File: config.mk
export PLATFORM = sky130hd
export DESIGN_NAME = carrier_detect_qual
export DESIGN_NICKNAME = d
export VERILOG_FILES = /design/src/rtl/cdq_pkg.sv /design/src/rtl/cdq_level_cmp.sv /design/src/rtl/cdq_qualify.sv /design/src/rtl/carrier_detect_qual.sv
export SDC_FILE = /design/constraint.sdc
export NUM_CORES = 1
export LEC_CHECK = 0
export ABC_AREA = 1
export ABC_CLOCK_PERIOD_IN_PS = 2250
export BUFFER_PORTS_ARGS = -buffer_cell sky130_fd_sc_hd__buf_2
export CAP_MARGIN = 20
export CORE_ASPECT_RATIO = 1.4
export CORE_MARGIN = 1
export CORE_UTILIZATION = 56
export DETAILED_ROUTE_END_ITERATION = 8
export PLACE_DENSITY_LB_ADDON = 0.05
export SETUP_SLACK_MARGIN = 0.05
export SLEW_MARGIN = 20
export SYNTH_ARGS = -nofsm -noshare
export SYNTH_HDL_FRONTEND = slang
export SYNTH_SLANG_ARGS = --single-unit
export TNS_END_PERCENT = 30
File: constraint.sdc
create_clock -name clk_i -period 2.25 [get_ports clk_i]
set_input_delay 0.45 -clock clk_i [delete_from_list [all_inputs] [get_ports clk_i]]
set_output_delay 0.45 -clock clk_i [all_outputs]
set_load 0.01 [all_outputs]
File: src/rtl/cdq_pkg.sv
package cdq_pkg;
  // Turn-off threshold: turn-on threshold minus the hysteresis offset,
  // clamped at zero.
  function automatic int unsigned cdq_off_level(input int unsigned thr,
                                                input int unsigned hyst);
    return (thr > hyst) ? (thr - hyst) : 0;
  endfunction

  // Qualification length in clock cycles.
  function automatic int unsigned cdq_delay_cycles(input int unsigned ms,
                                                   input int unsigned cyc_per_ms);
    return ms * cyc_per_ms;
  endfunction

  // Larger of two counts.
  function automatic int unsigned cdq_max(input int unsigned a,
                                          input int unsigned b);
    return (a > b) ? a : b;
  endfunction
endpackage

File: src/rtl/cdq_level_cmp.sv
module cdq_level_cmp #(
  parameter int LVL_W      = 8,
  parameter int HYST_STEPS = 5
) (
  input  logic [LVL_W-1:0] level_i,
  input  logic [LVL_W-1:0] thresh_on_i,
  output logic [LVL_W-1:0] thresh_off_o,
  output logic             above_on_o,
  output logic             below_off_o
);
  import cdq_pkg::*;

  always_comb begin
    thresh_off_o = LVL_W'(cdq_off_level(int'(thresh_on_i), HYST_STEPS));
    above_on_o   = (level_i >= thresh_on_i);
    below_off_o  = (level_i <  thresh_off_o);
  end

  // the turn-off threshold never exceeds the turn-on threshold.
  always_comb begin
    p_off_below_on_r4 : assert (thresh_off_o <= thresh_on_i);
  end
endmodule

File: src/rtl/cdq_qualify.sv
module cdq_qualify #(
  parameter int CNT_W    = 10,
  parameter int ON_FAST  = 144,
  parameter int OFF_FAST = 144,
  parameter int ON_SLOW  = 512,
  parameter int OFF_SLOW = 512
) (
  input  logic clk_i,
  input  logic rst_n_i,
  input  logic slow_rate_i,
  input  logic above_on_i,
  input  logic below_off_i,
  output logic carrier_o
);
  logic             carrier_q;
  logic [CNT_W-1:0] cnt_q;
  logic [CNT_W-1:0] limit;
  logic             want_change;
  logic             count_done;

  // The condition that moves the flag depends on the current state.
  always_comb begin
    want_change = carrier_q ? below_off_i : above_on_i;
    if (slow_rate_i) limit = carrier_q ? CNT_W'(OFF_SLOW) : CNT_W'(ON_SLOW);
    else             limit = carrier_q ? CNT_W'(OFF_FAST) : CNT_W'(ON_FAST);
    count_done  = want_change && (cnt_q >= limit - CNT_W'(1));
  end

  always_ff @(posedge clk_i or negedge rst_n_i) begin
    if (!rst_n_i) begin
      carrier_q <= 1'b0;
      cnt_q     <= '0;
    end else if (!want_change) begin
      cnt_q <= '0;
    end else if (count_done) begin
      carrier_q <= ~carrier_q;
      cnt_q     <= '0;
    end else begin
      cnt_q <= cnt_q + CNT_W'(1);
    end
  end

  assign carrier_o = carrier_q;

  // a cycle without the qualifying condition leaves the count at zero.
  p_restart_r3 : assert property (@(posedge clk_i) disable iff (!rst_n_i)
    !want_change |=> (cnt_q == '0));

  // the flag rises only after the level was at or above the turn-on threshold.
  p_rise_above_r2 : assert property (@(posedge clk_i) disable iff (!rst_n_i)
    $rose(carrier_q) |-> $past(above_on_i));

  // the flag falls only after the level was below the turn-off threshold.
  p_fall_below_r5 : assert property (@(posedge clk_i) disable iff (!rst_n_i)
    $fell(carrier_q) |-> $past(below_off_i));

  // a toggle happens only at the end of a full count for the selected class.
  p_full_count_r7 : assert property (@(posedge clk_i) disable iff (!rst_n_i)
    (carrier_q != $past(carrier_q)) |-> ($past(cnt_q) == $past(limit) - CNT_W'(1)));
endmodule

File: src/rtl/carrier_detect_qual.sv
module carrier_detect_qual #(
  parameter int LVL_W       = 8,
  parameter int HYST_STEPS  = 5,
  parameter int CYC_PER_MS  = 8,
  parameter int ON_FAST_MS  = 18,
  parameter int OFF_FAST_MS = 18,
  parameter int ON_SLOW_MS  = 64,
  parameter int OFF_SLOW_MS = 64
) (
  input  logic             clk_i,
  input  logic             rst_n_i,
  input  logic [LVL_W-1:0] level_i,
  input  logic [LVL_W-1:0] thresh_on_i,
  input  logic             slow_rate_i,
  output logic             carrier_o,
  output logic             clamp_o
);
  import cdq_pkg::*;

  localparam int unsigned ON_FAST  = cdq_delay_cycles(ON_FAST_MS,  CYC_PER_MS);
  localparam int unsigned OFF_FAST = cdq_delay_cycles(OFF_FAST_MS, CYC_PER_MS);
  localparam int unsigned ON_SLOW  = cdq_delay_cycles(ON_SLOW_MS,  CYC_PER_MS);
  localparam int unsigned OFF_SLOW = cdq_delay_cycles(OFF_SLOW_MS, CYC_PER_MS);
  localparam int unsigned MAX_CNT  =
    cdq_max(cdq_max(ON_FAST, OFF_FAST), cdq_max(ON_SLOW, OFF_SLOW));
  localparam int CNT_W = $clog2(MAX_CNT + 1) + 1;

  logic [LVL_W-1:0] thresh_off;
  logic             above_on;
  logic             below_off;
  logic             carrier;

  cdq_level_cmp #(.LVL_W(LVL_W), .HYST_STEPS(HYST_STEPS)) u_cmp (
    .level_i      (level_i),
    .thresh_on_i  (thresh_on_i),
    .thresh_off_o (thresh_off),
    .above_on_o   (above_on),
    .below_off_o  (below_off)
  );

  cdq_qualify #(
    .CNT_W   (CNT_W),
    .ON_FAST (int'(ON_FAST)),
    .OFF_FAST(int'(OFF_FAST)),
    .ON_SLOW (int'(ON_SLOW)),
    .OFF_SLOW(int'(OFF_SLOW))
  ) u_qual (
    .clk_i       (clk_i),
    .rst_n_i     (rst_n_i),
    .slow_rate_i (slow_rate_i),
    .above_on_i  (above_on),
    .below_off_i (below_off),
    .carrier_o   (carrier)
  );

  assign carrier_o = carrier;
  assign clamp_o   = ~carrier;

  // the flag is low while reset is asserted.
  p_reset_low_r1 : assert property (@(posedge clk_i)
    !rst_n_i |-> !carrier_o);
endmodule

# Word-level counts from Yosys, hierarchy flattened
# Index checks and enable logic that the tools add are counted.
[classes]
n_bitwise = 1
order_cmp = 4
muxes = 5
n_reduce_logical = 2
add_sub_neg = 3
[op_table]
columns = ["op", "count"]
rows = [
  ["$mux W11", 2],
  ["$add A11 B1 Y11 const B", 1],
  ["$ge A11 B11 Y1", 1],
  ["$sub A11 B1 Y11 const B", 1],
  ["$mux W10", 1],
  ["$ge A8 B8 Y1", 1],
  ["$gt A8 B3 Y1 const B", 1],
  ["$lt A8 B8 Y1", 1],
  ["$mux W8", 1],
  ["$sub A8 B3 Y8 const B", 1],
  ["$reduce_and A2 Y1", 1],
  ["$logic_and A1 B1 Y1", 1],
  ["$mux W1", 1],
  ["$not A1 Y1", 1],
]
[totals]
word_cells = 17
in_bits = 19
output_inout_bits = 2
register_bits = 12

# Logic depth before layout (Yosys ltp)
# Gate-level depths: netlist of the first run.
[logic_depth]
word_depth = 7
depth_mapped = 18
mapped_depth_nobuf = 18

# By module
# Synthesis of the first run repeated with hierarchy kept, for this count alone.
[hier_totals]
hier_cells = 186
area_unflattened_um2 = 1307.5
[modules_own_cells]
columns = ["module", "instances", "area_each_um2", "seq_area_each_um2", "cells_each"]
rows = [
  ["cdq_qualify", 1, 694.4, 300.3, 88],
  ["cdq_level_cmp", 1, 609.3, 0.0, 97],
  ["carrier_detect_qual", 1, 3.8, 0.0, 1],
]

# Worst setup path after synthesis of the first run
# OpenSTA, ideal clock, no wires.
[synth_timing]
path_kind = "input to register"
startpoint = "in thresh_on_i[1]"
endpoint = "reg u_qual.cnt_q[0]"
arrival_ns = 2.012
setup_time_ns = 0.069
slack_ns = 0.169
path_buffers = 0
path_stages = 15
path_cell_list = "inv_1 -> ha_1 -> inv_1 -> nand2_1 -> nand2_2 -> nand2_2 -> nand2_4 -> nand3_1 -> ha_1 -> a21oi_1 -> o21a_1 -> nand3_2 -> nand2_4 -> nand2_8 -> nor2_2"
[synth_between]
elab_chain_len = 7
[synth_lines]
columns = ["element", "line_no", "source"]
rows = [
  ["from (decl)", "carrier_detect_qual.sv:13", "input logic [LVL_W-1:0] thresh_on_i,"],
  ["$sub A8 B3 Y8 / $gt A8 B3 Y1 (equally long branches)", "cdq_pkg.sv:6", "return (thr > hyst) ? (thr - hyst) : 0;"],
  ["$mux W8", "cdq_pkg.sv:6", ""],
  ["$lt A8 B8 Y1", "cdq_level_cmp.sv:16", "below_off_o = (level_i < thresh_off_o);"],
  ["$mux W1 (*)", "cdq_qualify.sv:23", "want_change = carrier_q ? below_off_i : above_on_i;"],
  ["$logic_and A1 B1 Y1", "cdq_qualify.sv:26", "count_done = want_change && (cnt_q >= limit - CNT_W'(1));"],
  ["$mux W11", "cdq_qualify.sv:35", "end else if (count_done) begin"],
  ["$mux W11 (*)", "cdq_qualify.sv:33", "end else if (!want_change) begin"],
  ["to (signal assigned)", "cdq_qualify.sv:39", "cnt_q <= cnt_q + CNT_W'(1);"],
  ["to (decl)", "cdq_qualify.sv:16", "logic [CNT_W-1:0] cnt_q;"],
]
# Mark *: on every way between the ends. The rest lies on a longest branch, timed or not.
# A chain may end at the register's enable or synchronous reset.

# Final worst setup path of the first run
[layout_timing]
startpoint = "in thresh_on_i[0]"
endpoint = "reg u_qual.cnt_q[1]"
# Same word-level chain as after synthesis.

==> results of run 1 <==
==> kinds of logic (layout without fill, tap and decap cells) <==
| group | count (synthesis) | after routing |
|---|---|---|
| AND/OR/NAND/NOR | 73 | 73 |
| XOR/XNOR | 7 | 7 |
| adder cells (fa/ha/maj) | 22 | 22 |
| AO/OA/AOI/OAI | 18 | 18 |
| flip-flops | 12 | 12 |
| buffers and inverters | 27 | 57 |
| other | 1 | 1 |
==> sequential cells by signal (all words and copies together), names as in the netlist <==
signal,cells
u_qual.cnt_q,11
u_qual.carrier_o,1
==> layout by cell type, fill, tap and decap left out, types with 4 or more instances in the layout <==
cell	Yosys	final
nand2_1	26	26
inv_1	24	23
buf_2	0	20
ha_1	22	19
nor2_2	11	12
dfrtp_1	12	12
nand3_1	10	9
a21oi_1	10	7
buf_4	0	7
xor2_1	6	6
nand4_1	5	5
nand2_2	4	4
==> cell type report <==
| cell class | count | area (um2) |
|---|---|---|
| clock buffer | 3 | 22.52 |
| fill | 162 | 531.8 |
| inverter | 27 | 102.6 |
| multi-input combinational | 121 | 908.4 |
| sequential | 12 | 300.3 |
| tap | 21 | 26.28 |
| timing repair buffer | 27 | 152.6 |
==> worst reg2reg max path: stages (launching register included) <==
cell      delay, ns
dfrtp_1        0.41
ha_1           0.29
inv_1          0.05
nor4_1         0.31
nand3b_1       0.12
nand4_1        0.16
clkinv_2       0.14
nand2_8        0.15
nor2_2         0.05
==> through the flow <==
stage               hold WS, ns  instances  setup slack (ns)
detailed placement       0.3312        208           -0.1909
global placement         0.3306        208          -0.05762
CTS                     0.04802        211           0.05227
global route            0.06572        211           0.01626
finish                  0.05012        211            0.1537
floorplan                0.1544        160            0.1688
==> what timing repair did <==
| item | 4_1_cts | 5_1_grt |
|---|---|---|
| setup buffers | 0 | 0 |
| setup endpoints to repair | 0 | 10 |
| gates resized for setup | 0 | 10 |
==> how the worst min path moves through the flow <==
| stage | start | endpoint | slack [ns] | cells past startpoint |
|---|---|---|---|---|
| finish | rst_n_i | u_qual.cnt_q[2] | 0.05 | 1 |
| global route | rst_n_i | u_qual.cnt_q[7] | 0.07 | 1 |
| CTS | rst_n_i | u_qual.cnt_q[2] | 0.05 | 1 |
| detailed placement | rst_n_i | u_qual.cnt_q[2] | 0.33 | 1 |
| global placement | rst_n_i | u_qual.cnt_q[0] | 0.33 | 1 |
| floorplan | rst_n_i | u_qual.carrier_o | 0.15 | 0 |
==> metal layers <==
metal | GRT usage, % | up-vias | part of all wire [%]
met5 | 0 | - | 0
met4 | 8.482 | 0 | 2.2
met3 | 2.492 | 6 | 2.2
met2 | 49.11 | 17 | 60
met1 | 22.66 | 531 | 35
li1 | - | 590 | -
==> where the power goes <==
part	total, mW	leakage [nW]	internal [mW]	switching, mW
registers	0.238	0.163	0.228	0.0106
logic	0.251	0.631	0.102	0.149
clock network	0.120	0.0138	0.0617	0.0584
==> qor.txt, run 1 <==
Status -> finished clean
Final Cycle Share -> 93.17%
GRT Util Overall -> 23.43%
Largest net degree at the start of global routing -> 13
Post-synth top area cell -> dfrtp_1
Final Hold Fails -> 0
Starting Density -> 61.51%
Initial antenna violation count -> 0
Crit end category -> flip-flop
TritonCTS buffer count -> 3
PwrDens -> 403.0 nW/um2
Crit path max-delay cell type -> ha_4
Crit Path Max Fanout -> 10
Total Power -> 609.6 uW
Core Region -> 2044 um2
Routed vias -> 1144
Reg-to-Reg End -> u_qual.cnt_q[5]
Main combinational cell family by area after synthesis -> simple AND/OR/NAND/NOR gates
P_leak -> 0.8073 nW
Slowest stage delay, CP -> 0.22 ns
Cell row count -> 19
Vias in the first global route -> 1176
Synth Register Bits -> 12
Top-area cell type share of the netlist area -> 23.88%
Clock Path Buffers -> 2
Die width -> 42.05 um
Placer Congestion -> 0.8028
Root Buffer -> clkbuf_4
Max-cap violations -> 0
Worst Path Required -> 2.44 ns
Fmax -> 0.4770 GHz
Final Net Count -> 233
Setup tns final -> 0 ns
Post-synthesis cell type count -> 28
Most instantiated cells after synthesis -> nand2_1, inv_1, ha_1
Antenna diodes -> 0
CTS tree -> built
CP endpoint -> u_qual.cnt_q[1]
Vias per cell -> 5.422
# clock sinks -> 12
Area growth syn-to-layout -> 20.30%
RSZ-0062 raised after global routing -> true
Compound-cell area share of the yosys netlist -> 8.060%
# setup viols final -> 0
Ys Warns -> 0
Fin. max-slew vios -> 0
Crit-path cells -> buf_2, inv_1, ha_2, inv_1, nand2_1, nand2_2, nand2_2, nand2_4, nand3_1, ha_4, a21oi_2, o21a_1, nand3_2, nand2_4, nand2_8, nor2_2
Async SR Flop Fraction -> 100.0%
Post-Synth XOR/XNOR Area -> 4.876%
Critical path arrival -> 2.29 ns
Post-DP Area -> 1436 um2
VDD IR-drop max -> 0.4323 mV
Synth top area cells -> dfrtp_1, ha_1, nand2_1
Post-layout util -> 73.99%
Number of synthesized flops with an enable pin -> 0
Most common cell in the synthesized netlist -> nand2_1
Post-synthesis sequential area ratio -> 23.88%
WL per Instance -> 12.15 um
Grt ovf -> 0
Syn Area/Cell -> 7.859 um2
Die ar. -> 2442 um2
Clock-pin slew of the registers on the worst-case setup and hold paths -> 0.06 ns
Worst R2R Start -> u_qual.cnt_q[8]
Mapped Area -> 1257 um2
Adder-cell area share of the yosys netlist -> 21.89%
PortBufs -> 20
Later-pin clock latency in the skew report -> 0.26 ns
Top delay family on crit path -> simple AND/OR/NAND/NOR gates
R2R depth -> 8
I/O Pins -> 21
CP Class -> in2reg
Top_reg_cell synth -> dfrtp_1
Setup crit start -> thresh_on_i[0]
CP Depth -> 16
Drt total wl -> 2563 um
Mux contribution to synthesized area -> 0%
DP HPWL -> 2204 um
DRT Pass-1 Iters -> 3
Final Critical Period -> 2.096 ns
Cell area after layout -> 1513 um2
HP Class -> in2async
Buf/Inv on CP -> 3
Drt drc -> 0
Syn Nets -> 201
Die height -> 58.07 um
Cell count after synthesis -> 160
Reg2Reg Setup Slack -> 0.48 ns
Global-route wire length before repair -> 4478 um
Simple logic cell fraction of the synthesized area -> 32.84%
Clock skew -> 0.002532 ns
CP Launch Type -> input pin
Number of routed nets with antenna violations -> 0
Drt first-iter violations -> 11
CTS Hold Bufs -> 0
H-tree depth -> 1
Layout cells sized above 1 -> 34.21%
No activity file was read; power rests on OpenSTA's default activity.
==> inputs of run 2 (changes only) <==
- CORE_ASPECT_RATIO: 1.4 -> 0.6
- GPL_TIMING_DRIVEN: default -> 0
==> qor.txt, run 2 (synthesis results as in run 1) <==
Max-cap violations -> 0
Most frequent cells in the layout -> nand2_1, inv_1, ha_1, buf_2, dfrtp_1
Max FFs per register -> 11
Setup crit start -> thresh_on_i[1]
Antenna diodes -> 0
Multi-input gate area -> 1041 um2
Clock-pin slew of the registers on the worst-case setup and hold paths -> 0.05 ns
Die height -> 38.71 um
Worst R2R Start -> u_qual.cnt_q[8]
CP Launch Type -> input pin
Drt first-iter violations -> 58
Final Hold Fails -> 0
Die width -> 63.18 um
Placer Congestion -> 0.7714
Largest net degree at the start of global routing -> 13
Cell area after layout -> 1690 um2
Final Critical Period -> 2.208 ns
Crit end category -> flip-flop
Crit-path cells -> buf_6, inv_4, ha_2, inv_1, nand2_2, nand2_4, o21ai_1, nand3_1, ha_4, nand2_2, o21a_1, nand3_2, nand2_4, nand2_8, nor2_4
DP HPWL -> 2197 um
Grt ovf -> 0
Worst-margin pin slew -> 0.4872 ns
Routed vias -> 1251
Clock Path Buffers -> 2
PwrDens -> 476.4 nW/um2
CP endpoint -> u_qual.cnt_q[8]
HP Class -> in2async
Post-route setup slack -> 0.04229 ns
Pre-CTS WS -> -0.2044 ns
R2R depth -> 8
Drt drc -> 0
Critical path arrival -> 2.35 ns
Initial antenna violation count -> 0
Fmax -> 0.4530 GHz
# clock sinks -> 12
Reg area -> 300.3 um2
Die ar. -> 2445 um2
VDD IR-drop max -> 0.3677 mV
Cell row count -> 12
Status -> finished clean
Fin. max-slew vios -> 0
H-tree depth -> 1
Later-pin clock latency in the skew report -> 0.25 ns
Drt total wl -> 3556 um
DRT Pass-1 Iters -> 4
Post-DP Area -> 1393 um2
Area growth syn-to-layout -> 34.43%
Clock skew -> 0.0009849 ns
Reg-to-Reg End -> u_qual.cnt_q[8]
Vias in the first global route -> 1047
Global-route wire length before repair -> 4671 um
Final Cycle Share -> 98.12%
Slowest stage delay, CP -> 0.29 ns
Crit Path Max Fanout -> 5
P_leak -> 0.8276 nW
Commonest non-fill, non-tap cell in the layout -> nand2_1
Fillers -> 115
TritonCTS buffer count -> 3
Reg2Reg Setup Slack -> 0.27 ns
Layout cells sized above 1 -> 41.80%
GRT Util Overall -> 26.26%
Root Buffer -> clkbuf_8
PortBufs -> 20
Number of routed nets with antenna violations -> 0
CTS tree -> built
Core Region -> 1982 um2
Starting Density -> 63.45%
# setup viols final -> 0
WL per Instance -> 16.39 um
Worst Path Required -> 2.39 ns
Register with the most flip-flops -> u_qual.cnt_q
CP Class -> in2reg
Vias per cell -> 5.765
I/O Pins -> 21
Slew headroom -> 67.22%
Final Net Count -> 231
Crit path max-delay cell type -> ha_4
==> run 2: changes by cell type in the layout (fill, tap and decap cells not counted), moves of 3 or more <==
cell,change
clkbuf_8,+4
buf_4,-3
inv_1,-4
inv_4,+3
clkbuf_4,-3
nor2_2,-3
nor2_4,+3
nand2_1,-5
buf_2,-3
buf_6,+3
==> run 2: cell type report <==
| type | instances | area share (%) |
|---|---|---|
| well taps | 28 | 2.073 |
| inverters | 27 | 6.514 |
| repair buffers | 24 | 8.808 |
| clock buffers | 4 | 3.257 |
| flip-flops and latches | 12 | 17.76 |
| multi-input cells | 122 | 61.58 |
==> run 2: critical path, delay by kind of cell <==
| family | cells | cell delay, ns |
|---|---|---|
| AO/OA/AOI/OAI | 2 | 0.40 |
| buffers and inverters | 3 | 0.22 |
| adder cells (fa/ha/maj) | 2 | 0.46 |
| AND/OR/NAND/NOR | 8 | 0.81 |
==> run 2: report_power, final <==
group / internal (mW) / leakage (nW) / switching, mW
clock: 0.155 / 0.0288 / 0.0908
sequential: 0.228 / 0.163 / 0.0159
combinational: 0.119 / 0.636 / 0.196
==> run 2: how the worst min path moves through the flow <==
stage	startpoint	end	slack [ns]	cells after the start
after detailed placement	rst_n_i	u_qual.cnt_q[9]	0.34	1
final	rst_n_i	u_qual.cnt_q[7]	0.07	1
after floorplan	rst_n_i	u_qual.carrier_o	0.15	0
after global routing	rst_n_i	u_qual.carrier_o	0.10	1
after global placement	rst_n_i	u_qual.cnt_q[8]	0.34	1
after CTS	rst_n_i	u_qual.cnt_q[5]	0.08	1
==> run 2: per-stage QoR <==
| stage | hold WS (ns) | power (mW) | utilization, % | setup TNS [ns] | std cells |
|---|---|---|---|---|---|
| 2_1_floorplan | 0.1544 | 0.4020 | - | 0 | 160 |
| 3_3_place_gp | 0.3359 | 0.4623 | 70.27 | -1.225 | 208 |
| 3_5_place_dp | 0.3432 | 0.4760 | 70.27 | -2.052 | 208 |
| 4_1_cts | 0.07818 | 0.7175 | 73.42 | 0 | 212 |
| 5_1_grt | 0.1006 | 0.8372 | 85.29 | -0.2277 | 217 |
| 6_report | 0.07386 | 0.8054 | 85.29 | 0 | 217 |
==> run 2: per-layer routing <==
layer / part of all wire, % / global-route usage, % / routed length, um
met5: 0 / 0 / 0
met4: 1.7 / 10.23 / 62
met3: 4.7 / 5.588 / 168
met2: 47 / 43.28 / 1685
met1: 46 / 34.47 / 1640
==> run 2: repair_timing <==
action | 4_1_cts | 5_1_grt
endpoints found under the hold margin | 0 | 0
gates cloned | 0 | 1
hold buffers | 0 | 0
endpoints found under the setup margin | 4 | 11
gates resized for setup | 1 | 42
setup buffers | 0 | 4
pin swaps | 0 | 17
